`src/rtl/rtr_pkg.sv`:
```
package rtr_pkg;

    localparam int unsigned REG_W      = 32;
    localparam int unsigned DOM_N      = 4;
    localparam int unsigned LVL_W      = 3;
    localparam int unsigned SCR_W      = 2;
    localparam int unsigned NSRC       = 2;

    // domain bit positions in a mask
    localparam int unsigned DOM_CORE   = 0;
    localparam int unsigned DOM_RTC    = 1;
    localparam int unsigned DOM_TMR    = 2;
    localparam int unsigned DOM_DBG    = 3;

    // source indices
    localparam int unsigned SRC_PIN    = 0;
    localparam int unsigned SRC_SYS    = 1;

    // register field positions (low bit of each field)
    localparam int unsigned SCR_LSB    = 24;
    localparam int unsigned PINLV_LSB  = 12;
    localparam int unsigned SYSLV_LSB  = 8;

    typedef logic [DOM_N-1:0] dom_mask_t;
    typedef logic [LVL_W-1:0] lvl_t;

    typedef enum logic [LVL_W-1:0] {
        LVL_OFF      = 3'd0,
        LVL_CORE     = 3'd1,
        LVL_CORE_RTC = 3'd2,
        LVL_ALL      = 3'd4
    } lvl_code_e;

    localparam lvl_t PINLV_INIT = 3'd4;
    localparam lvl_t SYSLV_INIT = 3'd2;

    typedef struct packed {
        logic [SCR_W-1:0] scratch;
        lvl_t             pin_lvl;
        lvl_t             sys_lvl;
    } cfg_t;

    localparam logic [REG_W-1:0] REG_MASK =
        ({{(REG_W-SCR_W){1'b0}}, {SCR_W{1'b1}}} << SCR_LSB) |
        ({{(REG_W-LVL_W){1'b0}}, {LVL_W{1'b1}}} << PINLV_LSB) |
        ({{(REG_W-LVL_W){1'b0}}, {LVL_W{1'b1}}} << SYSLV_LSB);

endpackage

```
`src/rtl/rtr_edge_detect.sv`:
```
module rtr_edge_detect #(
    parameter int unsigned N = 2
) (
    input  logic         clk_i,
    input  logic         por_i,
    input  logic [N-1:0] lvl_i,
    output logic [N-1:0] rise_o
);

    typedef struct packed {
        logic [N-1:0] prev;
    } st_t;

    st_t st_d, st_q;

    always_comb begin
        st_d      = st_q;
        st_d.prev = lvl_i;
        rise_o    = lvl_i & ~st_q.prev;
    end

    always_ff @(posedge clk_i or posedge por_i) begin
        if (por_i) st_q <= '0;
        else       st_q <= st_d;
    end

endmodule

```
`src/rtl/rtr_level_decode.sv`:
```
module rtr_level_decode
    import rtr_pkg::*;
(
    input  lvl_t      lvl_i,
    output dom_mask_t mask_o,
    output logic      full_o
);

    always_comb begin
        mask_o = '0;
        full_o = 1'b0;
        case (lvl_i)
            LVL_CORE: begin
                mask_o[DOM_CORE] = 1'b1;
            end
            LVL_CORE_RTC: begin
                mask_o[DOM_CORE] = 1'b1;
                mask_o[DOM_RTC]  = 1'b1;
            end
            LVL_ALL: begin
                mask_o = '1;
                full_o = 1'b1;
            end
            default: begin
                mask_o = '0;   // off and unassigned codes block
            end
        endcase
    end

endmodule

```
`src/rtl/rtr_stretch.sv`:
```
module rtr_stretch
    import rtr_pkg::*;
#(
    parameter int unsigned STRETCH_CYCLES = 16
) (
    input  logic      clk_i,
    input  logic      por_i,
    input  logic      load_i,
    input  dom_mask_t load_mask_i,
    output dom_mask_t mask_o
);

    localparam int unsigned CNT_W = $clog2(STRETCH_CYCLES + 1);
    localparam logic [CNT_W-1:0] CNT_LOAD = CNT_W'(STRETCH_CYCLES);
    localparam logic [CNT_W-1:0] CNT_ONE  = CNT_W'(1);

    typedef struct packed {
        dom_mask_t        mask;
        logic [CNT_W-1:0] cnt;
    } st_t;

    st_t st_d, st_q;

    always_comb begin
        st_d = st_q;
        if (load_i) begin
            st_d.mask = st_q.mask | load_mask_i;
            st_d.cnt  = CNT_LOAD;
        end else if (st_q.cnt > CNT_ONE) begin
            st_d.cnt  = st_q.cnt - CNT_ONE;
        end else if (st_q.cnt == CNT_ONE) begin
            st_d.cnt  = '0;
            st_d.mask = '0;
        end
        mask_o = st_q.mask;
    end

    always_ff @(posedge clk_i or posedge por_i) begin
        if (por_i) begin
            st_q.mask <= '1;
            st_q.cnt  <= CNT_LOAD;
        end else begin
            st_q <= st_d;
        end
    end

endmodule

```
`src/rtl/tier_reset_router.sv`:
```
module tier_reset_router
    import rtr_pkg::*;
#(
    parameter int unsigned STRETCH_CYCLES = 16
) (
    input  logic              clk_i,
    input  logic              por_i,
    input  logic              pin_req_i,
    input  logic              sys_req_i,
    input  logic              soft_pin_strap_i,
    input  logic              reg_wr_i,
    input  logic [REG_W-1:0]  reg_wdata_i,
    output logic [REG_W-1:0]  reg_rdata_o,
    output logic              rst_core_o,
    output logic              rst_rtc_o,
    output logic              rst_tmr_o,
    output logic              rst_dbg_o
);

    localparam cfg_t CFG_INIT = '{scratch: '0, pin_lvl: PINLV_INIT, sys_lvl: SYSLV_INIT};

    cfg_t           cfg_d, cfg_q;
    logic [NSRC-1:0] rise;
    lvl_t            eff_lvl  [NSRC];
    dom_mask_t       src_mask [NSRC];
    logic [NSRC-1:0] src_full;
    logic [NSRC-1:0] src_acc;
    logic            any_load;
    logic            any_full;
    dom_mask_t       load_mask;
    dom_mask_t       dom_rst;

    // request edge detection
    logic [NSRC-1:0] req_lvl;
    always_comb begin
        req_lvl          = '0;
        req_lvl[SRC_PIN] = pin_req_i;
        req_lvl[SRC_SYS] = sys_req_i;
    end

    rtr_edge_detect #(.N(NSRC)) u_edge (
        .clk_i  (clk_i),
        .por_i  (por_i),
        .lvl_i  (req_lvl),
        .rise_o (rise)
    );

    // effective level per source (strap low forces pin to full)
    always_comb begin
        eff_lvl[SRC_PIN] = soft_pin_strap_i ? cfg_q.pin_lvl : lvl_t'(LVL_ALL);
        eff_lvl[SRC_SYS] = cfg_q.sys_lvl;
    end

    for (genvar s = 0; s < NSRC; s++) begin : g_src
        rtr_level_decode u_dec (
            .lvl_i  (eff_lvl[s]),
            .mask_o (src_mask[s]),
            .full_o (src_full[s])
        );
        assign src_acc[s] = rise[s] & (|src_mask[s]);
    end

    // combine accepted sources
    always_comb begin
        load_mask = '0;
        any_full  = 1'b0;
        for (int s = 0; s < NSRC; s++) begin
            if (src_acc[s]) begin
                load_mask = load_mask | src_mask[s];
                any_full  = any_full | src_full[s];
            end
        end
        any_load = |src_acc;
    end

    rtr_stretch #(.STRETCH_CYCLES(STRETCH_CYCLES)) u_stretch (
        .clk_i       (clk_i),
        .por_i       (por_i),
        .load_i      (any_load),
        .load_mask_i (load_mask),
        .mask_o      (dom_rst)
    );

    // control register next state
    always_comb begin
        cfg_d = cfg_q;
        if (reg_wr_i) begin
            cfg_d.scratch = reg_wdata_i[SCR_LSB   +: SCR_W];
            cfg_d.pin_lvl = reg_wdata_i[PINLV_LSB +: LVL_W];
            cfg_d.sys_lvl = reg_wdata_i[SYSLV_LSB +: LVL_W];
        end
        if (any_full) begin
            cfg_d.pin_lvl = PINLV_INIT;
            cfg_d.sys_lvl = SYSLV_INIT;
        end
        if (src_acc[SRC_PIN]) begin
            cfg_d.scratch = '0;
        end
    end

    always_ff @(posedge clk_i or posedge por_i) begin
        if (por_i) cfg_q <= CFG_INIT;
        else       cfg_q <= cfg_d;
    end

    // read data and outputs
    always_comb begin
        reg_rdata_o                          = '0;
        reg_rdata_o[SCR_LSB   +: SCR_W]      = cfg_q.scratch;
        reg_rdata_o[PINLV_LSB +: LVL_W]      = cfg_q.pin_lvl;
        reg_rdata_o[SYSLV_LSB +: LVL_W]      = cfg_q.sys_lvl;
        rst_core_o = dom_rst[DOM_CORE];
        rst_rtc_o  = dom_rst[DOM_RTC];
        rst_tmr_o  = dom_rst[DOM_TMR];
        rst_dbg_o  = dom_rst[DOM_DBG];
    end

endmodule

```
`config.mk`:
```
export PLATFORM = sky130hd
export DESIGN_NAME = tier_reset_router
export DESIGN_NICKNAME = d
export VERILOG_FILES = /design/src/rtl/rtr_pkg.sv /design/src/rtl/rtr_edge_detect.sv /design/src/rtl/rtr_level_decode.sv /design/src/rtl/rtr_stretch.sv /design/src/rtl/tier_reset_router.sv
export SDC_FILE = /design/constraint.sdc
export NUM_CORES = 1
export LEC_CHECK = 0
export ABC_AREA = 1
export BUFFER_PORTS_ARGS = -buffer_cell sky130_fd_sc_hd__buf_4
export CAP_MARGIN = 20
export CORE_ASPECT_RATIO = 0.8
export CORE_MARGIN = 3
export CORE_UTILIZATION = 35
export DETAILED_ROUTE_END_ITERATION = 10
export PLACE_DENSITY = 0.67
export SKIP_CTS_REPAIR_TIMING = 1
export SYNTH_ARGS = -nofsm -noshare
export SYNTH_HDL_FRONTEND = slang
export SYNTH_SLANG_ARGS = --single-unit
```
`constraint.sdc`:
```
create_clock -name clk_i -period 1.9 [get_ports clk_i]
set_clock_uncertainty 0.1 [all_clocks]
set_input_delay 0.285 -clock clk_i [delete_from_list [all_inputs] [get_ports clk_i]]
set_output_delay 0.285 -clock clk_i [all_outputs]
set_load 0.02 [all_outputs]
```
==> results.cfg, run 1 <==
[run_status]
status = completed

[grt]
overflow = 0
grt_max_degree = 20
grt_pass1_vias = 781
grt.total_usage_pct = 10.89
grt_pass1_wl_um = 3519
antenna_found_initial = 0

[power_and_ir_drop]
seqPwrFrac_pct = 39.4
powerDensity_nw_per_um2 = 1119
power.leakage_uw = 0.0007653
switching_power_uw = 623.4
ir_worst_vdd_mv = 0.7241
p_int_uw = 988.1
p_comb_share_pct = 42.7
sw_frac_of_total_pct = 38.68
clockPowerShare_pct = 17.9

[synth]
yosysMostFrequentCell = nand2_1
syn_area_per_cell_um2 = 8.344
syn_area_um2 = 1235
synth_async_sr_flop_share_pct = 100.0
synth_cell_type_count = 24
synth_edf_count = 0
ys_ff_latch = 19
synth_top_flop_cell = dfrtp_1
synth_cells = 148
synthTopCellsByCount = nand2_1, buf_4, inv_1
yosysWarnings = 0
ys_seq_area_share_pct = 39.21
ys_top_cells_by_area = dfrtp_1, dfstp_2, buf_4
yosysTopAreaCell = dfrtp_1
yosys.area.top_type_share_pct = 24.32

[route]
drc = 0
first_pass_iters = 3
first_iter_violations = 31
routedLengthMet1_um = 1075
wl_met3_um = 126
top_layer = met4
num_vias = 878
ant_nets = 0
wl_met2_um = 952
avgRoutedWirePerCell_um = 10.11
drt-total-wl_um = 2193
vias_per_cell = 4.046

[setup_path]
crit_buf_inv = 1
crit_required_ns = 1.51
arrival_ns = 1.02
path_class = register to output pin
worstPathMaxFanout = 4
crit_chain = buf_4
cp_slowest_stage_delay_ns = 0.60
cp_slowest_cell = dfstp_2
critPathTopFamily = flip-flops
cp-start-kind = register
cp-end-kind = output pin

[floorplanning]
core-area_um2 = 3221
ioPinCount = 74
start_util_pct = 38.34
die_y_um = 59.13
die_w_um = 72.41
die_area_um2 = 4282
rows = 18

[clocking]
cts-root-buf = clkbuf_8
numCtsBuffers = 3
clock_tree.buffer_depth = 2
clk_pin_slew_ns = 0.07
clock_latency_ns = 0.26
cts.htree.levels = 1
tritoncts = built
cts.sinks = 19

[job]
maxCapViolations = 0

[timing]
min_period_ns = 1.408
finalSetupViolations = 0
hold_ws_ns = 0.04263
period_share_pct = 74.10
fmax_mhz = 710.3
rsz0062_at_grt = false
hold_viol = 0
finalSetupTns_ns = 0
worst_slack_ns = 0.4922
slew_viol_final = 0

[placed_design]
dpl_worst_slack_ns = 0.5674
portBuffers = 25
gp_congestion = 0.8351
dp_cells = 212
dp_hpwl_um = 1796

[final_layout]
fin_nets = 218
drive_gt1_share_pct = 32.77
final_core_util_pct = 44.72
fin_cells = 217
diodes = 0
areaGrowthSynthToFinish_pct = 16.62

[min_path]
hp-class = primary input to register
-- logic make-up (layout without fill, tap and decap cells) --
group | Yosys count | after routing | synth area share (%)
AO/OA/AOI/OAI | 5 | 5 | 2.229
XOR/XNOR | 3 | 3 | 2.128
adder cells (fa/ha/maj) | 2 | 2 | 2.026
buffers and inverters | 44 | 50 | 20.77
flip-flops | 19 | 19 | 39.21
other | 1 | 24 | 0.3037
AND/OR/NAND/NOR | 74 | 74 | 33.33
-- power groups by stage --
stage / clock (µW) / sequential, µW / combinational (µW)
final: 289 / 635 / 688
after global routing: 326 / 648 / 769
after CTS: 298 / 637 / 698
after detailed placement: 0 / 642 / 696
after global placement: 0 / 643 / 685
after floorplan: 0 / 699 / 492
-- registers in the layout (all words and copies together), names as in the netlist --
name / cells
u_stretch.mask_o: 4
reg_rdata_o: 8
u_stretch.st_q: 5
u_edge.st_q: 2
-- through the flow --
step / total power [µW] / area (µm²)
after floorplan: 1191 / 1321
after global placement: 1327 / 1381
after detailed placement: 1338 / 1381
after CTS: 1633 / 1430
after global routing: 1743 / 1440
final: 1611 / 1440
-- cell usage in the layout, fill, tap and decap left out, types with 5 or more instances in the layout --
master | Yosys | final
buf_4 | 24 | 26
conb_1 | 1 | 24
dfrtp_1 | 12 | 12
dfstp_2 | 7 | 7
inv_1 | 17 | 17
nand2_1 | 30 | 30
nand2_2 | 5 | 5
nand3_1 | 5 | 5
nor2_1 | 15 | 15
-- routing by layer --
layer / GRT usage (%) / vias up
li1: - / 465
met1: 14.83 / 385
met2: 15.56 / 23
met3: 3.898 / 5
met4: 4.737 / 0
met5: 0 / -
-- final cells by class --
type	count	area (µm²)
clock buffers	3	41.29
clock inverters	1	7.507
fillers	332	1780
inverters	19	71.32
multi-input cells	108	580.6
flip-flops and latches	19	484.2
well taps	40	50.05
repair buffers	27	205.2
-- worst paths after layout --
kind	startpoint	to	slack, ns	depth (start not counted)
max	reg_rdata_o[14]	reg_rdata_o[14]	0.49	1
min	pin_req_i	u_edge.st_q[0]	0.04	1
max reg2reg	reg_rdata_o[14]	reg_rdata_o[12]	0.57	5
min reg2reg	u_stretch.mask_o[3]	u_stretch.mask_o[3]	0.38	2
max in group asynchronous	por_i	u_stretch.mask_o[0]	0.94	4
min in group asynchronous	por_i	u_stretch.st_q[0]	0.49	4
No activity file was read; power rests on OpenSTA's default activity.
==> inputs of run 2 (changes only) <==
- clock period: 1.9 -> 1.3 ns (I/O delays scaled with it)
==> run 2 against run 1 <==
- the run now ends with negative setup slack left
- non-clock buffer count rose by 13
- sequential share of layout area fell by 3.2 points
- die area did not move
- total power rose by 55%
- critical path depth rose by 1
- clock power rose by 43%
- register-to-register slack got worse by 0.61 ns
- largest cell class unchanged
- highest routed layer unchanged
==> results.cfg, run 2 (synthesis gave the netlist of run 1 again) <==
[run_status]
status = finished with violations
failed_checks = negative setup slack

[route]
avgRoutedWirePerCell_um = 10.66
first_iter_violations = 35
num_vias = 950
ant_nets = 0
drt-total-wl_um = 2452
drc = 0
first_pass_iters = 3
vias_per_cell = 4.130

[clocking]
numCtsBuffers = 3
clock_tree.buffer_depth = 2
clock_latency_ns = 0.26
tritoncts = built
cts-root-buf = clkbuf_8
clk_pin_slew_ns = 0.08
cts.sinks = 19
cts.htree.levels = 1

[grt]
overflow = 0
antenna_found_initial = 0
grt_pass1_vias = 829
grt.total_usage_pct = 11.25
grt_max_degree = 20
grt_pass1_wl_um = 3657

[setup_path]
r2r-start = reg_rdata_o[9]
path_class = register to output pin
cp-start-kind = register
arrival_ns = 1.08
crit_required_ns = 1.00
r2r_cells = 6
r2r_end = u_stretch.st_q[0]
worstPathMaxFanout = 3
ff2ff_setup_slack_ns = -0.04
cp-end-kind = output pin

[floorplanning]
die_y_um = 59.13
die_w_um = 72.41
die_area_um2 = 4282
core-area_um2 = 3221
ioPinCount = 74
rows = 18
start_util_pct = 38.34

[min_path]
min_to = reg_rdata_o[14]
hp-class = primary input to register
min_delay_path_depth = 3
hp-start = reg_wdata_i[14]

[final_layout]
design_area_um2 = 1594
areaGrowthSynthToFinish_pct = 29.08
diodes = 0
final_cell_mix = buf_4, nand2_1, conb_1, inv_1, nor2_1
largest_reg_flops = 8
fin_cells = 230
final_common_cell = buf_4
fin_nets = 231
drive_gt1_share_pct = 38.95

[timing]
period_share_pct = 105.8
finalSetupViolations = 10
finalSetupTns_ns = -0.3216
hold_viol = 0
worst_slack_ns = -0.07544
slew_viol_final = 0
min_period_ns = 1.375
rsz0062_at_grt = true
fmax_mhz = 727.0

[placed_design]
placed_cell_area_um2 = 1419
dp_cells = 217
gp_congestion = 0.8251
dp_hpwl_um = 1872
portBuffers = 25

[job]
maxCapViolations = 0

[power_and_ir_drop]
ir_worst_vdd_mv = 1.016
powerDensity_nw_per_um2 = 1562
power.leakage_uw = 0.0008403
==> run 2: stage by stage <==
stage / setup slack (ns) / util, % / total power (µW) / hold WS [ns]
after floorplan: 0.004521 / - / 1741 / 0.04096
after global placement: -0.01101 / 44.06 / 1988 / 0.1385
after detailed placement: -0.02776 / 44.06 / 2005 / 0.1360
after CTS: -0.1283 / 45.57 / 2434 / -0.1537
after global routing: -0.1238 / 49.49 / 2679 / 0.07723
final: -0.07544 / 49.49 / 2490 / 0.07507
==> run 2: layout make-up <==
cell class              instances  area (µm²)
clock buffers                   3       41.29
repair buffers                 40       326.6
flip-flops and latches         19       484.2
fillers                       315        1627
well taps                      40       50.05
multi-input cells             108       613.1
inverters                      19       71.32
clock inverters                 1       7.507
==> run 2: worst max-delay path, stage by stage (launching register included) <==
cell	delay, ns
dfstp_2	0.60
buf_6	0.12
buf_6	0.10
==> run 2: where the power goes <==
part / internal (µW) / total [µW] / switching (µW)
Sequential: 804 / 931 / 127
Clock: 216 / 414 / 198
Combinational: 516 / 1150 / 630
==> run 2: worst max-delay path by stage <==
stage	to	start	slack [ns]	depth (start not counted)
finish	reg_rdata_o[14]	reg_rdata_o[14]	-0.08	2
global route	u_stretch.mask_o[2]	reg_rdata_o[9]	-0.12	8
CTS	reg_rdata_o[14]	reg_rdata_o[14]	-0.13	2
detailed placement	reg_rdata_o[12]	reg_rdata_o[14]	-0.03	5
global placement	reg_rdata_o[8]	reg_rdata_o[14]	-0.01	5
floorplan	u_stretch.mask_o[2]	reg_rdata_o[9]	0.005	7
==> run 2: routing by layer <==
layer | part of all wire (%) | GRT usage [%]
met1 | 45 | 14.83
met2 | 49 | 17.38
met3 | 4.8 | 3.729
met4 | 0.90 | 3.947
met5 | 0 | 0
==> inputs of run 3 (changes only) <==
- CORE_UTILIZATION: 35 -> 43
- PLACE_DENSITY: 0.67 -> 0.8
==> run 3 against run 2 <==
- the flow still finishes with violations (negative setup slack)
- design area shrank 4.7%
- total power shrank 2.4%
- non-clock buffer count shrank 6
- combinational power grew 3%
- die area shrank 17%
- fmax shrank 1.8%
- critical path type unchanged
- hold slack lost 0.047 ns
- critical path depth is the same
- clock power shrank 28%
==> results.cfg, run 3 (synthesis gave the netlist of run 1 again) <==
[final_layout]
seqCellArea_um2 = 484.2
final_common_cell = nand2_1
fillCellCount = 243
diodes = 0
final_cell_mix = nand2_1, buf_4, conb_1, inv_1, nor2_1
final_core_util_pct = 58.82
areaGrowthSynthToFinish_pct = 23.00
fin_nets = 225
largest_reg_flops = 8
drive_gt1_share_pct = 35.87
multiInputGateArea_um2 = 606.8

[power_and_ir_drop]
power.leakage_uw = 0.0008015
total_power_uw = 2430
ir_worst_vdd_mv = 1.151
powerDensity_nw_per_um2 = 1600

[timing]
hold_viol = 0
fmax_mhz = 713.7
min_period_ns = 1.401
period_share_pct = 107.8
finalSetupViolations = 9
slew_viol_final = 0
rsz0062_at_grt = true
worst_slack_ns = -0.1012

[placed_design]
portBuffers = 25
gp_congestion = 0.7769
dp_hpwl_um = 1901

[clocking]
cts-root-buf = clkbuf_4
numCtsBuffers = 3
clock_latency_ns = 0.30
cts.sinks = 19
tritoncts = built
clock_tree.buffer_depth = 2
cts.htree.levels = 1
clk_pin_slew_ns = 0.10

[setup_path]
cp-start-kind = register
r2r_cells = 8
cp-end-kind = output pin
r2r_end = u_stretch.mask_o[2]
path_class = register to output pin
arrival_ns = 1.11
crit_required_ns = 1.00
r2r-start = reg_rdata_o[9]
ff2ff_setup_slack_ns = -0.04
worstPathMaxFanout = 4

[route]
num_vias = 954
avgRoutedWirePerCell_um = 11.29
drc = 0
first_iter_violations = 38
ant_nets = 0
first_pass_iters = 5
drt-total-wl_um = 2484
vias_per_cell = 4.336

[grt]
overflow = 0
grt.total_usage_pct = 14.67
grt_max_degree = 20
antenna_found_initial = 0
grt_pass1_vias = 883
grt_pass1_wl_um = 3850

[min_path]
min_delay_path_depth = 3
hp-start = reg_wdata_i[14]
hp-class = primary input to register
min_to = reg_rdata_o[14]

[run_status]
failed_checks = negative setup slack
status = finished with violations

[floorplanning]
die_w_um = 65.92
rows = 16
die_y_um = 53.93
die_area_um2 = 3555
start_util_pct = 47.82
ioPinCount = 74
core-area_um2 = 2582

[job]
maxCapViolations = 0
==> run 3: cell count changes in the layout (fill, tap and decap cells not counted), moves of 2 or more <==
cell,delta
nand2_2,+2
buf_4,-7
clkbuf_8,-3
clkbuf_4,+3
==> run 3: power breakdown <==
part           internal [µW]  switching [µW]  total, µW  leakage, µW
sequential               804             135        939     0.000223
combinational            531             662       1190     0.000564
clock                    120             178        298    0.0000150
==> run 3: cell type report <==
cell class | count | share of cell area, %
clock buffers | 4 | 1.730
inverters | 19 | 4.695
multi-input cells | 108 | 39.95
flip-flops and latches | 19 | 31.88
well taps | 36 | 2.965
repair buffers | 34 | 18.78
==> run 3: per-layer routing <==
layer / vias up / routed length, µm / global-route usage (%)
met2: 31 / 1277 / 27.12
met1: 439 / 1008 / 16.00
met4: 0 / 40 / 6.207
met3: 4 / 158 / 3.967
met5: - / 0 / 0
li1: 480 / - / -
==> run 3: worst max-delay path, cell delays in order (launching register included) <==
cell,delay (ns)
dfstp_2,0.58
buf_4,0.12
buf_6,0.10
==> run 3: metrics by stage <==
stage                     cells  setup slack, ns  setup TNS [ns]  hold slack [ns]  instance area [µm²]
after global routing        220          -0.1486          -1.090          0.02313                 1519
after detailed placement    210         -0.03468        -0.05866           0.1459                 1391
after CTS                   214          -0.1295         -0.4129          -0.1962                 1418
after global placement      210          0.01600               0           0.1313                 1391
after floorplan             171         0.004521               0          0.04096                 1321
final                       220          -0.1012         -0.2940          0.02826                 1519
==> run 3: worst max path at each step <==
| stage | startpoint | end |
|---|---|---|
| after floorplan | reg_rdata_o[9] | u_stretch.mask_o[2] |
| after global placement | reg_rdata_o[9] | u_stretch.mask_o[2] |
| after detailed placement | reg_rdata_o[9] | u_stretch.mask_o[2] |
| after CTS | reg_rdata_o[9] | reg_rdata_o[9] |
| after global routing | reg_rdata_o[9] | reg_rdata_o[9] |
| final | reg_rdata_o[9] | reg_rdata_o[9] |
